`src/rtl/ds_pkg.sv`:
```
package ds_pkg;

   typedef enum logic [2:0] {
      K_REGREG = 3'd0,
      K_LOAD   = 3'd1,
      K_STORE  = 3'd2,
      K_RDMOD  = 3'd3,
      K_REGMEM = 3'd4,
      K_RMW    = 3'd5,
      K_MC_A   = 3'd6,
      K_MC_B   = 3'd7
   } kind_t;

   localparam int KIND_W = 3;
   localparam int UOP_W  = 3;

   function automatic logic [UOP_W-1:0] uop_count(input kind_t k);
      case (k)
         K_REGREG, K_LOAD: uop_count = 3'd1;
         K_STORE, K_RDMOD: uop_count = 3'd2;
         K_REGMEM:         uop_count = 3'd3;
         K_RMW:            uop_count = 3'd4;
         default:          uop_count = 3'd0;
      endcase
   endfunction

endpackage

```
`src/rtl/ds_lane_class.sv`:
```
module ds_lane_class
   import ds_pkg::*;
(
   input  logic [KIND_W-1:0] kind,
   output logic [UOP_W-1:0]  uops,
   output logic              single,
   output logic              mcode
);

   kind_t k;

   always_comb begin
      k      = kind_t'(kind);
      uops   = uop_count(k);
      mcode  = (k == K_MC_A) || (k == K_MC_B);
      single = (uops == 3'd1);
   end

endmodule

```
`src/rtl/ds_group_pick.sv`:
```
module ds_group_pick #(
   parameter int NUM_SLOTS = 3,
   localparam int TAKE_W = $clog2(NUM_SLOTS + 1)
) (
   input  logic                 ready,
   input  logic [NUM_SLOTS-1:0] valid,
   input  logic [NUM_SLOTS-1:0] single,
   input  logic [NUM_SLOTS-1:0] mcode,
   output logic [NUM_SLOTS-1:0] acc,
   output logic [TAKE_W-1:0]    take
);

   assign acc[0] = ready & valid[0];

   genvar gi;
   generate
      for (gi = 1; gi < NUM_SLOTS; gi++) begin : g_tail
         assign acc[gi] = acc[gi-1] & valid[gi] & single[gi] & ~mcode[gi] & ~mcode[0];
      end
   endgenerate

   always_comb begin
      take = '0;
      for (int i = 0; i < NUM_SLOTS; i++) begin
         take = take + TAKE_W'(acc[i]);
      end
   end

endmodule

```
`src/rtl/ds_mc_hold.sv`:
```
module ds_mc_hold #(
   parameter int CNT_W = 6
) (
   input  logic             clk,
   input  logic             rst_n,
   input  logic             load,
   input  logic [CNT_W-1:0] cycles,
   output logic             ready
);

   logic [CNT_W-1:0] remain;
   logic [CNT_W-1:0] first;

   always_comb begin
      if (cycles < CNT_W'(2)) first = CNT_W'(1);
      else                    first = cycles - CNT_W'(1);
   end

   always_ff @(posedge clk) begin
      if (!rst_n)                remain <= '0;
      else if (load)             remain <= first;
      else if (remain != '0)     remain <= remain - CNT_W'(1);
   end

   assign ready = rst_n && (remain == '0);

   assert_mc_blocks_R8: assert property (@(posedge clk) disable iff (!rst_n)
      load |=> !ready);

endmodule

```
`src/rtl/decode_steer.sv`:
```
module decode_steer
   import ds_pkg::*;
#(
   parameter int NUM_SLOTS = 3,
   parameter int CNT_W     = 6,
   localparam int TAKE_W   = $clog2(NUM_SLOTS + 1)
) (
   input  logic                       clk,
   input  logic                       rst_n,
   input  logic [NUM_SLOTS-1:0]       in_valid,
   input  logic [KIND_W*NUM_SLOTS-1:0] in_kind,
   input  logic [CNT_W-1:0]           in_mc_cycles,
   output logic                       in_ready,
   output logic [TAKE_W-1:0]          in_take,
   output logic                       out_valid,
   output logic [NUM_SLOTS-1:0]       out_fill,
   output logic [UOP_W*NUM_SLOTS-1:0] out_uops,
   output logic                       out_mc
);

   generate
      if (NUM_SLOTS < 2 || NUM_SLOTS > 8) begin : g_bad_slots
         $error("decode_steer: NUM_SLOTS must be 2..8");
      end
      if (CNT_W < 2) begin : g_bad_cnt
         $error("decode_steer: CNT_W must be at least 2");
      end
   endgenerate

   logic [NUM_SLOTS-1:0]       single;
   logic [NUM_SLOTS-1:0]       mcode;
   logic [NUM_SLOTS-1:0]       acc;
   logic [UOP_W*NUM_SLOTS-1:0] uops;
   logic [UOP_W*NUM_SLOTS-1:0] uops_next;

   genvar gi;
   generate
      for (gi = 0; gi < NUM_SLOTS; gi++) begin : g_lane
         ds_lane_class u_class (
            .kind   (in_kind[gi*KIND_W +: KIND_W]),
            .uops   (uops[gi*UOP_W +: UOP_W]),
            .single (single[gi]),
            .mcode  (mcode[gi])
         );
         assign uops_next[gi*UOP_W +: UOP_W] = acc[gi] ? uops[gi*UOP_W +: UOP_W] : '0;
      end
   endgenerate

   ds_group_pick #(.NUM_SLOTS(NUM_SLOTS)) u_pick (
      .ready  (in_ready),
      .valid  (in_valid),
      .single (single),
      .mcode  (mcode),
      .acc    (acc),
      .take   (in_take)
   );

   ds_mc_hold #(.CNT_W(CNT_W)) u_hold (
      .clk    (clk),
      .rst_n  (rst_n),
      .load   (acc[0] & mcode[0]),
      .cycles (in_mc_cycles),
      .ready  (in_ready)
   );

   always_ff @(posedge clk) begin
      if (!rst_n) begin
         out_valid <= 1'b0;
         out_fill  <= '0;
         out_uops  <= '0;
         out_mc    <= 1'b0;
      end else begin
         out_valid <= acc[0];
         out_fill  <= acc;
         out_uops  <= uops_next;
         out_mc    <= acc[0] & mcode[0];
      end
   end

   assert_slot0_first_R6: assert property (@(posedge clk) disable iff (!rst_n)
      (out_fill != '0) |-> out_fill[0]);

   assert_mc_alone_R7: assert property (@(posedge clk) disable iff (!rst_n)
      (out_valid && out_mc) |-> (out_fill == NUM_SLOTS'(1)));

   assert_idle_empty_R9: assert property (@(posedge clk) disable iff (!rst_n)
      !out_valid |-> (out_fill == '0 && !out_mc));

   generate
      for (gi = 1; gi < NUM_SLOTS; gi++) begin : g_chk
         assert_simple_tail_R4: assert property (@(posedge clk) disable iff (!rst_n)
            out_fill[gi] |-> (out_uops[gi*UOP_W +: UOP_W] == 3'd1));
      end
   endgenerate

endmodule

```
`config.mk`:
```
export PLATFORM = sky130hd
export DESIGN_NAME = decode_steer
export DESIGN_NICKNAME = d
export VERILOG_FILES = /design/src/rtl/ds_pkg.sv /design/src/rtl/ds_lane_class.sv /design/src/rtl/ds_group_pick.sv /design/src/rtl/ds_mc_hold.sv /design/src/rtl/decode_steer.sv
export SDC_FILE = /design/constraint.sdc
export NUM_CORES = 1
export LEC_CHECK = 0
export BUFFER_PORTS_ARGS = -buffer_cell sky130_fd_sc_hd__buf_2
export CAP_MARGIN = 20
export CORE_ASPECT_RATIO = 0.8
export CORE_MARGIN = 10
export CORE_UTILIZATION = 50
export DETAILED_ROUTE_END_ITERATION = 10
export PLACE_DENSITY_LB_ADDON = 0.2
export SYNTH_ARGS = -nofsm -noshare
export SYNTH_HDL_FRONTEND = slang
export SYNTH_SLANG_ARGS = --single-unit
export TNS_END_PERCENT = 50
```
`constraint.sdc`:
```
create_clock -name clk -period 6.66 [get_ports clk]
set_clock_uncertainty 0.1 [all_clocks]
set_input_delay 1.332 -clock clk [delete_from_list [all_inputs] [get_ports clk]]
set_output_delay 1.332 -clock clk [all_outputs]
set_load 0.01 [all_outputs]
```
[After elaboration in Yosys (flattened, before gate mapping)]
Index checks and enable logic that the tools add are counted.
Cells by class
  add/sub/neg operators: 4
  multiply operators: 0
  div/mod/pow operators: 0
  order comparisons: 1
  equal/unequal tests: 23
  shifts and indexed selects: 0
  muxes and demuxes: 6
  bitwise logic cells: 13
  reduce and logical (&&, ||, !) cells: 19
Operator list (number)
  equality test 3 bit (second input constant): 12
  case mux 3 bit (4 select lines): 3
  equality test 3 x 2 -> 1 bit (second input constant): 6
  two-way mux 6 bit: 3
  equality test 3 x 1 -> 1 bit (second input constant): 5
  OR reduction 2 bit: 6
  subtractor 6 x 1 -> 6 bit (second input constant): 2
  bitwise AND 1 bit: 10
  logical NOT 3 bit: 3
  logical NOT 6 bit: 1
  less-than comparator 6 x 2 -> 1 bit (second input constant): 1
  AND reduction 2 bit: 3
  nonzero test 6 bit: 1
  logical OR 1 bit: 3
  inverter 1 bit: 3
  adder 1 x 1 -> 2 bit: 1
  adder 2 x 1 -> 2 bit: 1
  nonzero test 2 bit: 1
  logical AND 1 bit: 1
Storage, ports and cells
  flip-flop bits (word level): 20
  latch bits: 0
  bits in writable memories: 0
  ROM bits: 0
  input bits: 20
  output and inout port bits: 17
  word-level logic and storage cells: 73
  memories kept: 0

[Depth between registers and ports, before layout]
Gate-level depths: netlist (run 1).
  depth after elaboration: 12
  gate-level depth with buffers: 7
  gate-level depth less buffers: 7

[Cells and area by module]
A second synthesis (run 1) with hierarchy kept.
Second synthesis, totals
  cell total of the unflattened synthesis: 109
  area total of the unflattened synthesis: 1013.5 um^2
By module, submodules not included
  ds_mc_hold: instances 1, cells an instance 52, area an instance 434.2 um^2, sequential area each 120.1 um^2
  decode_steer: instances 1, cells an instance 29, area an instance 374.1 um^2, sequential area each 260.2 um^2
  ds_lane_class: instances 3, cells an instance 7, area an instance 42.5 um^2, sequential area each 0.0 um^2
  ds_group_pick: instances 1, cells an instance 7, area an instance 77.6 um^2, sequential area each 0.0 um^2

[Worst setup path after synthesis (run 1)]
Ideal clock, no wire load.
  kind: input to output
  from: in rst_n
  to: out in_take[0]
  arrival: 2.587 ns
  data required time: 5.228 ns
  slack: 2.641 ns
  cell stages on the path: 5
  path buffers: 1
  cell sequence: clkbuf_1 nand4_4 nor2_2 and4_1 fa_1
Between the ends
  cells in the longest elaborated chain, start to end: 11
  elaborated cells between the ends (all ways): 12
  classes of those cells: add/sub: 2; bitwise: 9; reduce/logical: 1
Ends and longest elaborated chain
  start: declaration: RTL line decode_steer.sv:9  | input logic rst_n,
  logical AND 1 bit: RTL line ds_mc_hold.sv:25  | assign ready = rst_n && (remain == '0);
  bitwise AND 1 bit: RTL line ds_group_pick.sv:13  | assign acc[0] = ready & valid[0];
  bitwise AND 1 bit (4 in a row): RTL line ds_group_pick.sv:18  | assign acc[gi] = acc[gi-1] & valid[gi] & single[gi] & ~mcode[gi] & ~mcode[0];
  via acc[1]: RTL line decode_steer.sv:32  | logic [NUM_SLOTS-1:0] acc;
  bitwise AND 1 bit (4 in a row): RTL line ds_group_pick.sv:18
  via acc[2]: RTL line decode_steer.sv:32
  adder 2 x 1 -> 2 bit: RTL line ds_group_pick.sv:25  | take = take + TAKE_W'(acc[i]);
  end: declaration: RTL line decode_steer.sv:14  | output logic [TAKE_W-1:0] in_take,
The timed path passes the listed nets, and every way through them passes these cells.

[Worst setup path after layout (run 1)]
Ends and elaborated chain as after synthesis.

==> impl_metrics.csv, run 1 <==
group,metric,value,unit
status,status,"finished, final reports clean",
global_route,grt_use_total,10.5,%
detailed_routing,vias,762,
power,ir_drop,0.000309,V
logic_synthesis,synth_top_area_share,42.1,%
power,leakage,0.000551,uW
logic_synthesis,ys_seq_area_share,42.1,%
sta,rsz0062_at_grt,"false",
logic_synthesis,ys_top_cells_by_area,"dfxtp_1 (42%), ha_1 (4.2%), nor2_1 (3.3%)",
die,dieArea,0.00392,sq mm
clocking,cts_setup_buffers,0,
global_route,antenna_found_initial,0,
placement,placed_cell_area,0.00109,sq mm
detailed_routing,drtIter0Drc,29,
logic_synthesis,synth_cell_type_count,34,
run,cap_violations,0,
global_route,grt_overflow,0,
sta,fin_ws,2.55,ns
global_route,grt_max_degree,12,
detailed_routing,drc_errors,0,
finish,final_common_cell,"buf_2",
worst_setup_path,end_kind,"output pin",
logic_synthesis,synth_seq_cells,19,
placement,dpl_worst_slack,2.55,ns
clocking,htree_levels,1,
worst_setup_path,critPathMaxFanout,9,
die,pin_count,37,
detailed_routing,wirelength,1950,um
logic_synthesis,yosysWarnings,0,
worst_setup_path,crit_required,5.23,ns
sta,maxSlewViolCount,0,
detailed_routing,antenna_left,0,
detailed_routing,vias_per_cell,4.92,
logic_synthesis,syn-cell-area,903,sq um
min_path,whs_path_depth,2,
sta,max_freq,0.243,GHz
clocking,numCtsBuffers,3,
die,die_h,58.0,um
clocking,cts_root_buf,"clkbuf_4",
sta,final.period_utilization,61.7,%
finish,post_route_cells_drive_above_1_share,35.3,%
global_route,grt_pass1_vias,755,
clocking,hold_buffers,0,
logic_synthesis,synth_area_leader_cell,"dfxtp_1",
worst_setup_path,cp-startpoint,"rst_n",
worst_setup_path,r2r_cells,6,
sta,fin_crit,4.11,ns
clocking,cts_tree,"built",
min_path,min_from,"u_hold.remain[5]",
placement,dp_hpwl,1630,um
detailed_routing,dr.pass1.iters,5,
worst_setup_path,crit-reg2reg-launch,"u_hold.remain[0]",
clocking,cts-resized-gates,0,
global_route,grt_pass1_wl,3310,um
sta,final-hold-violation-count,0,
die,rows,13,
worst_setup_path,critical_path_class,"in2out",
power,p_per_area,349,mW/mm^2
finish,mostFrequentLayoutCells,"buf_2 (34), dfxtp_1 (19), nor2_1 (8), inv_1 (7), nand2_1 (7)",
logic_synthesis,synth_edf_count,0,
placement,place.port_buffers,34,
finish,antenna_cells,0,
finish,design_area,0.00112,sq mm
finish,fin_util,66.7,%
detailed_routing,wl_per_cell,12.6,um
finish,area_delta_synth_final,23.7,%
worst_setup_path,crit_path_start_kind,"input pin",
sta,setup-tns-final,0,ns
die,initial_core_util,53.9,%
logic_synthesis,post_synth_inst_count,95,
worst_setup_path,cp_data_arrival_time,2.68,ns
die,fp.coreArea,0.00168,sq mm
clocking,cts_num_sinks,19,
clocking,clk_pin_slew_worst_paths,0.11,ns
finish,final_nets,158,
logic_synthesis,synth_flop_cell,"dfxtp_1",
logic_synthesis,syn_area_per_cell,9.51,sq um
clocking,clock_latency,0.29,ns
logic_synthesis,synthArstFlopShare,0,%
die,fp.dieW,67.5,um
sta,finalSetupViolCount,0,
finish,fillers,146,
clocking,cts_buffer_depth,2,
min_path,hold_class,"reg2reg",
placement,globalplace.congestion,0.830,
per-stage QoR:
step / std cells / total power, uW / hold slack, ns
after floorplan: 98 / 306 / 0.398
after global placement: 151 / 330 / 0.430
after detailed placement: 151 / 335 / 0.445
after CTS: 155 / 395 / 0.472
after global routing: 155 / 423 / 0.505
final: 155 / 390 / 0.457
path summary, 6_finish.rpt:
kind / end / slack [ns]
worst max-delay path: in_take[0] / 2.55
worst min-delay path: u_hold.remain[5] / 0.46
worst min register to register: u_hold.remain[5] / 0.46
worst max register to register: u_hold.remain[0] / 4.97
area by class of cell:
cell class / count / area [sq um] / share of cell area, %
Multi-Input combinational cell: 69 / 485 / 43.4
Clock inverter: 1 / 5.00 / 0.448
Inverter: 7 / 26.3 / 2.35
Sequential cell: 19 / 380 / 34.0
Tap cell: 22 / 27.5 / 2.46
Timing Repair Buffer: 34 / 170 / 15.2
Clock buffer: 3 / 22.5 / 2.02
state kept, by name (all words and copies together) (netlist names):
name           count
u_hold.remain      6
out_fill           3
out_mc             1
out_uops           9
logic make-up (layout without fill, tap and decap cells):
family	after synthesis	count (layout)	synth area share [%]
xor gates and xnor gates	5	5	4.85
muxes	2	2	2.22
other	1	4	0.415
adders and majority gates	4	4	6.37
DFF	19	19	42.1
and+or+nand+nor	43	43	28.9
buffers and inverters	10	45	5.40
AOI/OAI and AO/OA	11	11	9.70
critical path, cell delays in order:
cell and delay, ns:
buf_2 0.19, nand4_4 0.16, nor2_2 0.20, and4_1 0.24, fa_1 0.39, buf_2 0.16
synthesized netlist by cell type (all sizes together), types with 2 or more instances:
master and instances:
dfxtp 19, nor2 10, inv 7, nand2 7, nor3 7, nand3 5
and2 3, and4 3, ha 3, xnor2 3, and3 2, buf 2
mux2i 2, nor3b 2, o21ai 2, o21ba 2, o22ai 2, o31a 2
xor2 2
where the power goes:
part	switching, uW	internal, uW	total [uW]
Sequential	19.7	136	155
Clock	34.8	22.3	57.2
Combinational	94.3	83.3	178
Total	149	241	390
routing by layer:
| metal | share of wire [%] | vias to the layer above | global-route usage, % |
|---|---|---|---|
| met2 | 47 | 24 | 16.2 |
| met3 | 6.4 | 2 | 4.41 |
| met1 | 46 | 337 | 13.4 |
| met4 | 0.46 | 0 | 1.75 |
| met5 | 0 | - | 0 |
| li1 | - | 399 | - |
(Power assumes the default switching activity.)
==> inputs of run 2 (changes only) <==
- CORE_UTILIZATION: 50 -> 42
- clock period: 6.66 -> 3.75 ns (I/O delays scaled with it)
==> run 2 against run 1 <==
Cell count is 1.3% higher. Flip-flop and latch count is the same. Total power grew 78%. Sequential power is 77% higher. Critical path type is now reg2out. Largest cell class unchanged. Largest power group unchanged.
==> impl_metrics.csv, run 2 (synthesis results as in run 1) <==
group,metric,value,unit
status,status,"finished, final reports clean",
sta,final.period_utilization,85.2,%
detailed_routing,vias,773,
clocking,cts_tree,"built",
global_route,antenna_found_initial,0,
finish,final_cells,157,
sta,whs,0.472,ns
power,total_power,696,uW
finish,final_common_cell,"buf_2",
sta,final-hold-violation-count,0,
power,clkPwrFrac,14.6,%
clocking,cts_num_sinks,19,
die,die_h,61.5,um
detailed_routing,wl_per_cell,13.4,um
finish,antenna_cells,0,
detailed_routing,drtIter0Drc,15,
global_route,grt_pass1_wl,3510,um
finish,mostFrequentLayoutCells,"buf_2 (34), dfxtp_1 (19), nor2_1 (8), inv_1 (7), nand2_1 (7)",
worst_setup_path,r2r_cells,6,
finish,final_nets,158,
finish,largest-register,"out_uops",
sta,fin_crit,3.20,ns
die,initial_core_util,46.0,%
clocking,cts_root_buf,"clkbuf_4",
placement,globalplace.congestion,0.798,
detailed_routing,wirelength,2110,um
finish,largest_reg_flops,9,
placement,dp_hpwl,1780,um
die,rows,14,
power,p_per_area,621,mW/mm^2
detailed_routing,vias_per_cell,4.92,
worst_setup_path,ff2ff_setup_slack,2.03,ns
worst_setup_path,critical_path_class,"reg2out",
sta,rsz0062_at_grt,"false",
clocking,clock_latency,0.30,ns
detailed_routing,antenna_left,0,
clocking,cts_buffer_depth,2,
worst_setup_path,critPathMaxFanout,8,
worst_setup_path,crit_path_start_kind,"register",
detailed_routing,drc_errors,0,
power,leakage,0.000551,uW
placement,place.port_buffers,34,
sta,finalSetupViolCount,0,
worst_setup_path,end_kind,"output pin",
clocking,clk_pin_slew_worst_paths,0.11,ns
finish,area_delta_synth_final,24.0,%
run,cap_violations,0,
worst_setup_path,rr_endpoint,"u_hold.remain[0]",
die,fp.dieW,71.9,um
global_route,grt_overflow,0,
global_route,grt_use_total,9.77,%
min_path,whs_path_depth,2,
min_path,hold_class,"reg2reg",
power,swShare,38.4,%
power,power_frac_comb,45.8,%
global_route,grt_pass1_vias,842,
clocking,cts_setup_buffers,0,
finish,post_route_cells_drive_above_1_share,35.3,%
clocking,htree_levels,1,
placement,post-place-cells,153,
clocking,numCtsBuffers,3,
die,fp.coreArea,0.00196,sq mm
die,dieArea,0.00442,sq mm
clocking,hold_buffers,0,
power,seqPwrFrac,39.5,%
worst_setup_path,crit-reg2reg-launch,"u_hold.remain[0]",
sta,maxSlewViolCount,0,
power,ir_drop,0.000486,V
power,p_int,429,uW
power,p_switching,267,uW
detailed_routing,dr.pass1.iters,3,
worst_setup_path,cp_data_arrival_time,2.35,ns
min_path,min_from,"u_hold.remain[5]",
sta,max_freq,0.313,GHz
clocking,cts-resized-gates,0,
sta,setup-tns-final,0,ns
finish,largestRegisters,"out_uops x9, u_hold.remain x6, out_fill x3",
worst_setup_path,crit_required,2.90,ns
worst_setup_path,cp-endpoint,"in_take[0]",
worst_setup_path,cp-startpoint,"u_hold.remain[0]",
die,pin_count,37,
global_route,grt_max_degree,12,
==> run 2: cell counts in the layout (fill, tap and decap cells not counted) <==
No cell type changed its count.
==> run 2: stage by stage <==
step,util [%],cell area (sq um),setup slack [ns]
after detailed placement,55.7,1090,0.811
after floorplan,-,915,0.895
final,57.1,1120,0.554
after CTS,57.1,1120,0.535
after global routing,57.1,1120,0.360
after global placement,55.7,1090,0.825
==> run 2: cell type report <==
type / count / area (sq um)
inverter: 7 / 26.3
multi-input combinational: 69 / 485
clock buffer: 3 / 22.5
clock inverter: 1 / 5.00
fill: 199 / 842
sequential: 19 / 380
timing repair buffer: 34 / 170
tap: 24 / 30.0
==> run 2: power by group through the flow <==
stage / Sequential (uW) / Clock [uW] / Combinational [uW]
6_report: 275 / 102 / 319
5_1_grt: 281 / 113 / 367
4_1_cts: 275 / 107 / 324
3_5_place_dp: 279 / 0 / 318
3_3_place_gp: 280 / 0 / 309
2_1_floorplan: 279 / 0 / 264
==> run 2: how the worst min path moves through the flow <==
stage / endpoint / slack (ns)
2_1_floorplan: u_hold.remain[5] / 0.40
3_3_place_gp: u_hold.remain[5] / 0.43
5_1_grt: u_hold.remain[5] / 0.54
3_5_place_dp: u_hold.remain[5] / 0.47
6_report: u_hold.remain[5] / 0.47
4_1_cts: u_hold.remain[5] / 0.49
==> run 2: critical path, cell delays in order (launching register included) <==
cell and delay [ns]:
dfxtp_1 0.35, inv_1 0.14, ha_1 0.18, and2b_1 0.22, nand4_4 0.18, nor2_2 0.21, and4_1 0.24, fa_1 0.38
buf_2 0.15
==> run 2: metal layers <==
metal / track usage, % / share of wire [%]
met2: 19.0 / 53
met1: 9.65 / 40
met5: 0 / 0
met4: 0.826 / 0
met3: 4.82 / 7.4
